==> src/rtl/divmod_pkg.sv <==
package divmod_pkg;

    typedef enum logic {
        RND_TRUNC = 1'b0,
        RND_FLOOR = 1'b1
    } rnd_mode_e;

    typedef enum logic [1:0] {
        SEQ_IDLE = 2'd0,
        SEQ_RUN  = 2'd1,
        SEQ_FIN  = 2'd2
    } seq_state_e;

    function automatic int unsigned step_cnt_bits(input int unsigned steps);
        return $clog2(steps + 1);
    endfunction

endpackage

==> src/rtl/div_prep.sv <==
module div_prep #(
    parameter int unsigned W = 16
) (
    input  logic [W-1:0] dvd_raw,
    input  logic [W-1:0] dvs_raw,
    input  logic         is_signed,
    output logic [W-1:0] dvd_mag,
    output logic [W-1:0] dvs_mag,
    output logic         dvd_neg,
    output logic         dvs_neg
);
    always_comb begin
        dvd_neg = is_signed & dvd_raw[W-1];
        dvs_neg = is_signed & dvs_raw[W-1];
        dvd_mag = dvd_neg ? (~dvd_raw + 1'b1) : dvd_raw;
        dvs_mag = dvs_neg ? (~dvs_raw + 1'b1) : dvs_raw;
    end
endmodule

==> src/rtl/div_core.sv <==
module div_core
    import divmod_pkg::*;
#(
    parameter int unsigned W = 16
) (
    input  logic         clk,
    input  logic         rst,
    input  logic         load,
    input  logic [W-1:0] dvd_mag,
    input  logic [W-1:0] dvs_mag,
    output logic         busy,
    output logic         fin,
    output logic [W-1:0] quo_mag,
    output logic [W-1:0] rem_mag
);
    localparam int unsigned CW = step_cnt_bits(W);

    seq_state_e   state;
    logic [CW-1:0] steps_left;
    logic [W-1:0]  q_r, r_r, d_r;
    logic [W:0]    trial;
    logic [W:0]    diff;
    logic [W-1:0]  q_nx, r_nx;

    always_comb begin
        trial = {r_r, q_r[W-1]};
        diff  = trial - {1'b0, d_r};
        if (!diff[W]) begin
            r_nx = diff[W-1:0];
            q_nx = {q_r[W-2:0], 1'b1};
        end else begin
            r_nx = trial[W-1:0];
            q_nx = {q_r[W-2:0], 1'b0};
        end
    end

    always_ff @(posedge clk) begin
        if (rst) begin
            state      <= SEQ_IDLE;
            steps_left <= '0;
            q_r        <= '0;
            r_r        <= '0;
            d_r        <= '0;
        end else begin
            case (state)
                SEQ_IDLE: if (load) begin
                    q_r        <= dvd_mag;
                    r_r        <= '0;
                    d_r        <= dvs_mag;
                    steps_left <= CW'(W);
                    state      <= SEQ_RUN;
                end
                SEQ_RUN: begin
                    q_r        <= q_nx;
                    r_r        <= r_nx;
                    steps_left <= steps_left - 1'b1;
                    if (steps_left == CW'(1)) state <= SEQ_FIN;
                end
                SEQ_FIN:  state <= SEQ_IDLE;
                default:  state <= SEQ_IDLE;
            endcase
        end
    end

    assign busy    = (state != SEQ_IDLE);
    assign fin     = (state == SEQ_FIN);
    assign quo_mag = q_r;
    assign rem_mag = r_r;


    rem_below_divisor_chk: assert property (@(posedge clk) disable iff (rst)
        (fin && d_r != '0) |-> (r_r < d_r));


    fin_after_run_chk: assert property (@(posedge clk) disable iff (rst)
        fin |-> $past(state == SEQ_RUN));
endmodule

==> src/rtl/div_fixup.sv <==
module div_fixup
    import divmod_pkg::*;
#(
    parameter int unsigned W = 16
) (
    input  logic [W-1:0] quo_mag,
    input  logic [W-1:0] rem_mag,
    input  logic [W-1:0] dvd_raw,
    input  logic [W-1:0] dvs_raw,
    input  logic         dvd_neg,
    input  logic         dvs_neg,
    input  logic         is_signed,
    input  rnd_mode_e    rnd,
    output logic [W-1:0] quo_out,
    output logic [W-1:0] rem_out,
    output logic         zero_div
);
    logic [W-1:0] q_tr, r_tr;
    logic         adjust;

    always_comb begin
        q_tr     = (dvd_neg ^ dvs_neg) ? (~quo_mag + 1'b1) : quo_mag;
        r_tr     = dvd_neg ? (~rem_mag + 1'b1) : rem_mag;
        adjust   = (rnd == RND_FLOOR) && is_signed && (r_tr != '0)
                   && (r_tr[W-1] != dvs_raw[W-1]);
        zero_div = (dvs_raw == '0);
        if (zero_div) begin
            quo_out = '1;
            rem_out = dvd_raw;
        end else if (adjust) begin
            quo_out = q_tr - 1'b1;
            rem_out = r_tr + dvs_raw;
        end else begin
            quo_out = q_tr;
            rem_out = r_tr;
        end
    end
endmodule

==> src/rtl/divmod_unit.sv <==
module divmod_unit
    import divmod_pkg::*;
#(
    parameter int unsigned WIDTH = 16
) (
    input  logic             clk,
    input  logic             rst,
    input  logic             start,
    input  logic             signed_op,
    input  logic             mode,
    input  logic [WIDTH-1:0] dividend,
    input  logic [WIDTH-1:0] divisor,
    output logic             ready,
    output logic             done,
    output logic [WIDTH-1:0] quotient,
    output logic [WIDTH-1:0] remainder,
    output logic             div_zero
);
    logic [WIDTH-1:0] in_dvd_mag, in_dvs_mag;
    logic             in_dvd_neg, in_dvs_neg;
    logic [WIDTH-1:0] a_q, b_q;
    logic             na_q, nb_q, s_q;
    rnd_mode_e        m_q;
    logic             core_busy, core_fin, accept;
    logic [WIDTH-1:0] qm, rm, fx_quo, fx_rem;
    logic             fx_zero;

    assign ready  = ~core_busy;
    assign accept = start & ready;

    div_prep #(.W(WIDTH)) u_prep (
        .dvd_raw(dividend), .dvs_raw(divisor), .is_signed(signed_op),
        .dvd_mag(in_dvd_mag), .dvs_mag(in_dvs_mag),
        .dvd_neg(in_dvd_neg), .dvs_neg(in_dvs_neg)
    );

    always_ff @(posedge clk) begin
        if (rst) begin
            a_q  <= '0;
            b_q  <= '0;
            na_q <= 1'b0;
            nb_q <= 1'b0;
            s_q  <= 1'b0;
            m_q  <= RND_TRUNC;
        end else if (accept) begin
            a_q  <= dividend;
            b_q  <= divisor;
            na_q <= in_dvd_neg;
            nb_q <= in_dvs_neg;
            s_q  <= signed_op;
            m_q  <= rnd_mode_e'(mode);
        end
    end

    div_core #(.W(WIDTH)) u_core (
        .clk(clk), .rst(rst), .load(accept),
        .dvd_mag(in_dvd_mag), .dvs_mag(in_dvs_mag),
        .busy(core_busy), .fin(core_fin),
        .quo_mag(qm), .rem_mag(rm)
    );

    div_fixup #(.W(WIDTH)) u_fix (
        .quo_mag(qm), .rem_mag(rm), .dvd_raw(a_q), .dvs_raw(b_q),
        .dvd_neg(na_q), .dvs_neg(nb_q), .is_signed(s_q), .rnd(m_q),
        .quo_out(fx_quo), .rem_out(fx_rem), .zero_div(fx_zero)
    );

    always_ff @(posedge clk) begin
        if (rst) begin
            quotient  <= '0;
            remainder <= '0;
            div_zero  <= 1'b0;
            done      <= 1'b0;
        end else begin
            done <= core_fin;
            if (core_fin) begin
                quotient  <= fx_quo;
                remainder <= fx_rem;
                div_zero  <= fx_zero;
            end
        end
    end


    done_single_chk: assert property (@(posedge clk) disable iff (rst)
        done |=> !done);


    result_hold_chk: assert property (@(posedge clk) disable iff (rst)
        !core_fin |=> ($stable(quotient) && $stable(remainder) && $stable(div_zero)));


    trunc_rem_sign_chk: assert property (@(posedge clk) disable iff (rst)
        (done && m_q == RND_TRUNC && s_q && !div_zero && remainder != '0)
        |-> (remainder[WIDTH-1] == a_q[WIDTH-1]));


    floor_rem_sign_chk: assert property (@(posedge clk) disable iff (rst)
        (done && m_q == RND_FLOOR && s_q && !div_zero && remainder != '0)
        |-> (remainder[WIDTH-1] == b_q[WIDTH-1]));


    zero_flag_chk: assert property (@(posedge clk) disable iff (rst)
        (done && div_zero) |-> (quotient == '1 && remainder == a_q && b_q == '0));
endmodule

==> config.mk <==
export PLATFORM = sky130hd
export DESIGN_NAME = divmod_unit
export DESIGN_NICKNAME = d
export VERILOG_FILES = /design/src/rtl/divmod_pkg.sv /design/src/rtl/div_prep.sv /design/src/rtl/div_core.sv /design/src/rtl/div_fixup.sv /design/src/rtl/divmod_unit.sv
export SDC_FILE = /design/constraint.sdc
export NUM_CORES = 1
export LEC_CHECK = 0
export CORE_ASPECT_RATIO = 2
export CORE_MARGIN = 10
export CORE_UTILIZATION = 30
export DETAILED_ROUTE_END_ITERATION = 10
export GPL_TIMING_DRIVEN = 0
export PLACE_DENSITY = 0.46
export SYNTH_ARGS = -nofsm -noshare
export SYNTH_HDL_FRONTEND = slang
export SYNTH_SLANG_ARGS = --single-unit
==> constraint.sdc <==
create_clock -name clk -period 3.63 [get_ports clk]
set_clock_uncertainty 0.2 [all_clocks]
set_input_delay 0.9075 -clock clk [delete_from_list [all_inputs] [get_ports clk]]
set_output_delay 0.9075 -clock clk [all_outputs]
set_load 0.01 [all_outputs]
### Yosys cells after proc, flatten, opt, wreduce, memory -nomap -nowiden

Cells that the tools add are included.

| storage, ports and cells | value |
|---|---|
| logic and storage cells | 68 |
| bits in registers | 125 |
| bits of input ports | 37 |
| memories | 0 |
| ROM bits | 0 |
| output and inout bits | 35 |
| bits in latches | 0 |
| memory bits (writable) | 0 |

| operators by class | value |
|---|---|
| reductions and logical operators | 11 |
| add/sub/neg operators | 8 |
| shift operators | 0 |
| eq/ne operators | 6 |
| muxes and demuxes | 19 |
| bitwise logic cells | 9 |
| multiply operators | 0 |
| div/mod/pow operators | 0 |
| magnitude comparators | 0 |

Operators with widths:

| operator | count |
|---|---|
| 16-bit 2-to-1 mux | 11 |
| 16-bit by 1-bit adder with 16-bit output (second input constant) | 4 |
| 16-bit NOT | 4 |
| 16-bit one-hot mux with 2 select lines | 2 |
| 17-bit by 16-bit subtractor with 17-bit output | 1 |
| 16-bit adder | 1 |
| 16-bit zero test | 1 |
| 16-bit nonzero test | 1 |
| 16-bit by 1-bit subtractor with 16-bit output (second input constant) | 1 |
| 5-bit one-hot mux with 2 select lines | 1 |
| 2-bit AND reduction | 3 |
| 5-bit by 1-bit == test with 1-bit output (second input constant) | 1 |
| 5-bit 2-to-1 mux | 1 |
| 5-bit by 1-bit subtractor with 5-bit output (second input constant) | 1 |
| 2-bit 2-to-1 mux | 2 |
| 2-bit one-hot mux with 2 select lines | 1 |
| 2-bit nonzero test | 2 |
| 1-bit bitwise AND | 3 |
| 1-bit logical AND | 3 |
| 2-bit by 1-bit == test with 1-bit output (second input constant) | 1 |
| 2-bit == test (second input constant) | 1 |
| 2-bit zero test | 1 |
| 2-bit by 1-bit inequality test with 1-bit output (second input constant) | 1 |
| 2-bit inequality test (second input constant) | 1 |
| other kinds (4) | 4 |

### Logic depth before layout (Yosys ltp)

| depth | value |
|---|---|
| depth after elaboration | 8 |
| gate-level depth with buffers | 16 |
| depth with buffers taken out | 14 |

### Cells and area by module

From an unflattened synthesis, not the netlist that was laid out.

| unflattened totals | value |
|---|---|
| cell total of the unflattened synthesis | 1168 |
| area, all modules | 9355.2 um^2 |

By module, submodules not included:

| module | cells each | seq. area each (um^2) | area an instance (um^2) | instances |
|---|---|---|---|---|
| div_core | 378 | 1101.1 | 3040.4 | 1 |
| divmod_unit | 273 | 1401.3 | 2980.4 | 1 |
| div_fixup | 403 | 0.0 | 2578.7 | 1 |
| div_prep | 114 | 0.0 | 755.7 | 1 |

### Worst setup path after synthesis

Ideal clock, no wire load.

| timing | value |
|---|---|
| kind | register -> register |
| start | register u_core.r_r[0], in the netlist u_core.rem_mag[0] |
| end | register remainder[15] |
| clock period less this slack | 3627 ps |
| library setup time | 58 ps |
| data required time | 3372 ps |
| path buffers | 2 |
| stages on the path, launching flop included | 17 |
| data arrival time | 3370 ps |
| slack | 3 ps |
| path through | dfxtp_1 clkbuf_1 inv_1 ha_1 buf_1 a21oi_1 xor2_1 ha_1 a21o_1 a21o_1 a22o_1 a311oi_1 nor3b_1 o31ai_1 nand2b_1 a211oi_1 o21a_1 |

| on the way | value |
|---|---|
| cells in the longest elaborated chain, start to end | 8 |
| elaborated cells on any way between the ends | 10 |
| those cells by class | 2 x add/sub; 1 x eq/ne; 3 x mux; 1 x bitwise; 3 x reduce/logical |

RTL lines:

| what | RTL line | RTL |
|---|---|---|
| from (decl) | div_core.sv:20 | `logic [W-1:0] q_r, r_r, d_r;` |
| from (signal assigned) | div_core.sv:55 | `r_r <= r_nx;` |
| 16-bit NOT | div_fixup.sv:23 | `r_tr = dvd_neg ? (~rem_mag + 1'b1) : rem_mag;` |
| 16-bit by 1-bit adder with 16-bit output | div_fixup.sv:23 |  |
| 16-bit 2-to-1 mux * | div_fixup.sv:23 |  |
| parallel branches: the longest is 3 deep, another holds 16-bit adder | -- |  |
| 16-bit 2-to-1 mux * | div_fixup.sv:30 | `end else if (adjust) begin` |
| 16-bit 2-to-1 mux * | div_fixup.sv:27 | `if (zero_div) begin` |
| to (signal assigned) | divmod_unit.sv:78 | `remainder <= fx_rem;` |
| to (decl) | divmod_unit.sv:16 | `output logic [WIDTH-1:0] remainder,` |

Every way passes the cells marked *.
A chain may end at the register's enable or synchronous reset.

### Final worst setup path

| timing | value |
|---|---|
| start | register u_core.r_r[5], in the netlist u_core.rem_mag[5] |
| end | register remainder[13] |

The elaborated chain is that of the path after synthesis.

==> impl_metrics.ini <==
[synthesis]
synth_enable_flop_cells = 0
netlist-cell-type-count = 67
async_flop_share_pct = 0
ys.flop_type = dfxtp_1
seq_area_frac_synth_pct = 29.8
syn_avg_cell_area_um2 = 7.60
synth_nets = 1176
synthesis.instances = 1096
synth-seq-cells = 124
syn_area_um2 = 8330
ys_warn_count = 0

[floorplanning]
die_w_um = 138
fp.dieH_um = 256
start_util_pct = 30.4
die-area_um2 = 35200
ios = 72
rows = 86
core_area_um2 = 27400

[drt]
via_per_inst = 5.28
wl_per_cell_um = 21.5
vias = 8302
wl_um = 33800
drc = 0
ant_nets = 0
dr.pass1.iters = 5
drt-initial-drc-count = 400

[finish]
antenna_cells = 0
fillers = 2935
final_common_cell = nand2_1
post-route-util_pct = 39.4
multiInputGateArea_um2 = 5820
drive_gt1_share_pct = 11.9
regArea_um2 = 2490
final_nets = 1287
layout_common_cells = 179 x nand2_1, 118 x dfxtp_1, 103 x a21oi_1
syn_to_final_growth_pct = 29.7

[timing]
grt_setup_unrepaired = yes
finalCriticalPeriod_ps = 3560
setup_viol = 0
worst_pin_slew_ps = 1120
post-route-period-util_pct = 98.1
clock.fmax_mhz = 281
maxSlewViolCount = 0
hold_slack_ps = 252
final-hold-violation-count = 0
tns_ps = 0
relSlewSlack_pct = 24.6

[setup_path]
path_max_fanout = 6
ff2ff_path_depth = 15
crit_type = flop to flop
cp_slowest_stage_delay_ps = 340
slowest_stage = a21oi_1
r2r-end = remainder[13]
r2r_slack_ps = 70
crit_required_ps = 3790
cp-start-kind = flop
arrival_ps = 3720
path_cells = buf_6, nor4_4, buf_6, buf_4, a31o_4, xor2_4, inv_2, ha_1, or2_2, a21oi_1, nor3b_4, o31ai_2, buf_4, o311ai_4, a31oi_1
crit_path_end_kind = flop
cp-startpoint = u_core.rem_mag[5]
r2r-start = u_core.rem_mag[5]

[worst_hold_path]
min_to = u_core.d_r[8]
worstHoldStart = u_core.d_r[8]
min_path_cells = 2
hp-class = flop to flop

[job]
cap_violations = 0

[clock_tree]
path_clk_slew_ps = 60
tritoncts = yes
numCtsBuffers = 17
h-tree-depth = 4
worst_skew_pair.late_latency_ps = 440
clock_tree.root_cell = clkbuf_16
clock_path_buffers = 2
clkSinkCount = 124
cts_hold_buf = 0

[outcome]
status = finished, final reports clean

[global_routing]
grt_pass1_vias = 8613
grt-ovfl-total = 0
grt_pass1_wl_um = 51400
grt_use_total_pct = 19.4
grt_max_degree = 17
antenna_found_initial = 0

[place]
dp_hpwl_um = 27000
place_congestion = 0.914
portBuffers = 70

[pwr]
power.density_nw_per_um2 = 533
leakage_nw = 4.06
p_total_mw = 5.76
peakVddDrop_v = 0.000309
## cell families (layout without fill, tap and decap cells)
group,count (synthesis),count (layout),synth area share (%)
xor+xnor,92,92,9.67
buf+inv,110,234,5.33
simple gates,427,427,24.3
flops,124,124,29.8
fa+ha+maj,43,43,6.64
mux,17,17,2.06
compound gates,283,283,22.3
## layer usage
layer	global-route usage, %	wire length [µm]	vias up
met5	0	0	-
met4	15.1	2750	0
met3	2.75	840	92
met2	36.0	18600	195
met1	18.0	11600	3926
li1	-	-	4089
## per-stage QoR
step	instances	setup WS (ps)	instance area, µm²
finish	1572	69.7	10800
detailed placement	1518	-1410	9470
floorplan	1096	2.75	8330
global route	1572	-7.36	10800
CTS	1563	11.5	10500
global placement	1518	-1330	9470
## worst max-delay path: cells and delay by family, from the launching register on
kind                       cells  cell delay (ps)
xor gates and xnor gates       1              220
adders and majority gates      1              320
and+or+nand+nor                3              670
DFF                            1              330
buffers and inverters          5              690
AOI/OAI and AO/OA              5             1040
## cell usage after synthesis, drive strengths merged, types with 5 or more instances
cell | count | area (µm²)
a211oi | 31 | 233
nor3 | 38 | 205
and2 | 5 | 31.3
inv | 39 | 146
dfxtp | 124 | 2480
xor2 | 50 | 438
a211o | 7 | 61.3
a21oi | 105 | 526
a311o | 6 | 60.1
a31oi | 13 | 81.3
nand4 | 5 | 31.3
nand3 | 14 | 70.1
a21o | 14 | 105
o21ai | 34 | 170
o211ai | 6 | 45.0
nand2 | 179 | 672
a311oi | 6 | 52.6
o21a | 5 | 37.5
nand2b | 13 | 81.3
clkbuf | 59 | 221
nor2 | 97 | 367
o31ai | 7 | 52.6
ha | 41 | 513
and3 | 8 | 50.1
a22oi | 12 | 90.1
buf | 12 | 76.3
nor2b | 12 | 75.1
xnor2 | 42 | 368
mux2i | 16 | 160
or3 | 10 | 62.6
or2 | 5 | 31.3
a41oi | 5 | 43.8
nor4 | 13 | 103
or4 | 9 | 67.6
## sequential cells by signal, indices dropped and copies added, names as in the netlist
signal	flops
m_q	1
remainder	16
a_q	16
done	1
u_core.d_r	15
u_core.steps_left	5
nb_q	1
quotient	16
s_q	1
b_q	16
na_q	1
u_core.rem_mag	16
div_zero	1
u_core.state	2
u_core.quo_mag	16
## repair_timing
action | 4_1_cts | 5_1_grt
pin swaps | 14 | 22
gates resized for setup | 56 | 45
setup buffers | 15 | 12
endpoints found under the hold margin | 0 | 0
setup endpoints to repair | 41 | 33
## report_power, final
group          switching, mW  internal [mW]  leakage, nW
combinational           1.28          0.908         2.73
sequential             0.121           1.46         1.02
clock                  0.684           1.31        0.315
total                   2.09           3.67         4.06
## final cells by class
class | count | share of cell area [%]
Sequential cell | 124 | 23.1
Clock inverter | 14 | 2.22
Tap cell | 352 | 4.08
Clock buffer | 18 | 4.06
Buffer | 68 | 2.98
Multi-Input combinational cell | 862 | 53.8
Timing Repair Buffer | 95 | 8.37
Inverter | 39 | 1.35
## how the worst max path moves through the flow
stage	endpoint	slack, ps
floorplan	remainder[15]	3
global placement	remainder[13]	-1330
detailed placement	remainder[13]	-1410
CTS	remainder[8]	10
global route	remainder[13]	-7
finish	remainder[13]	70
Note: power is estimated with default switching activity, not from simulation.
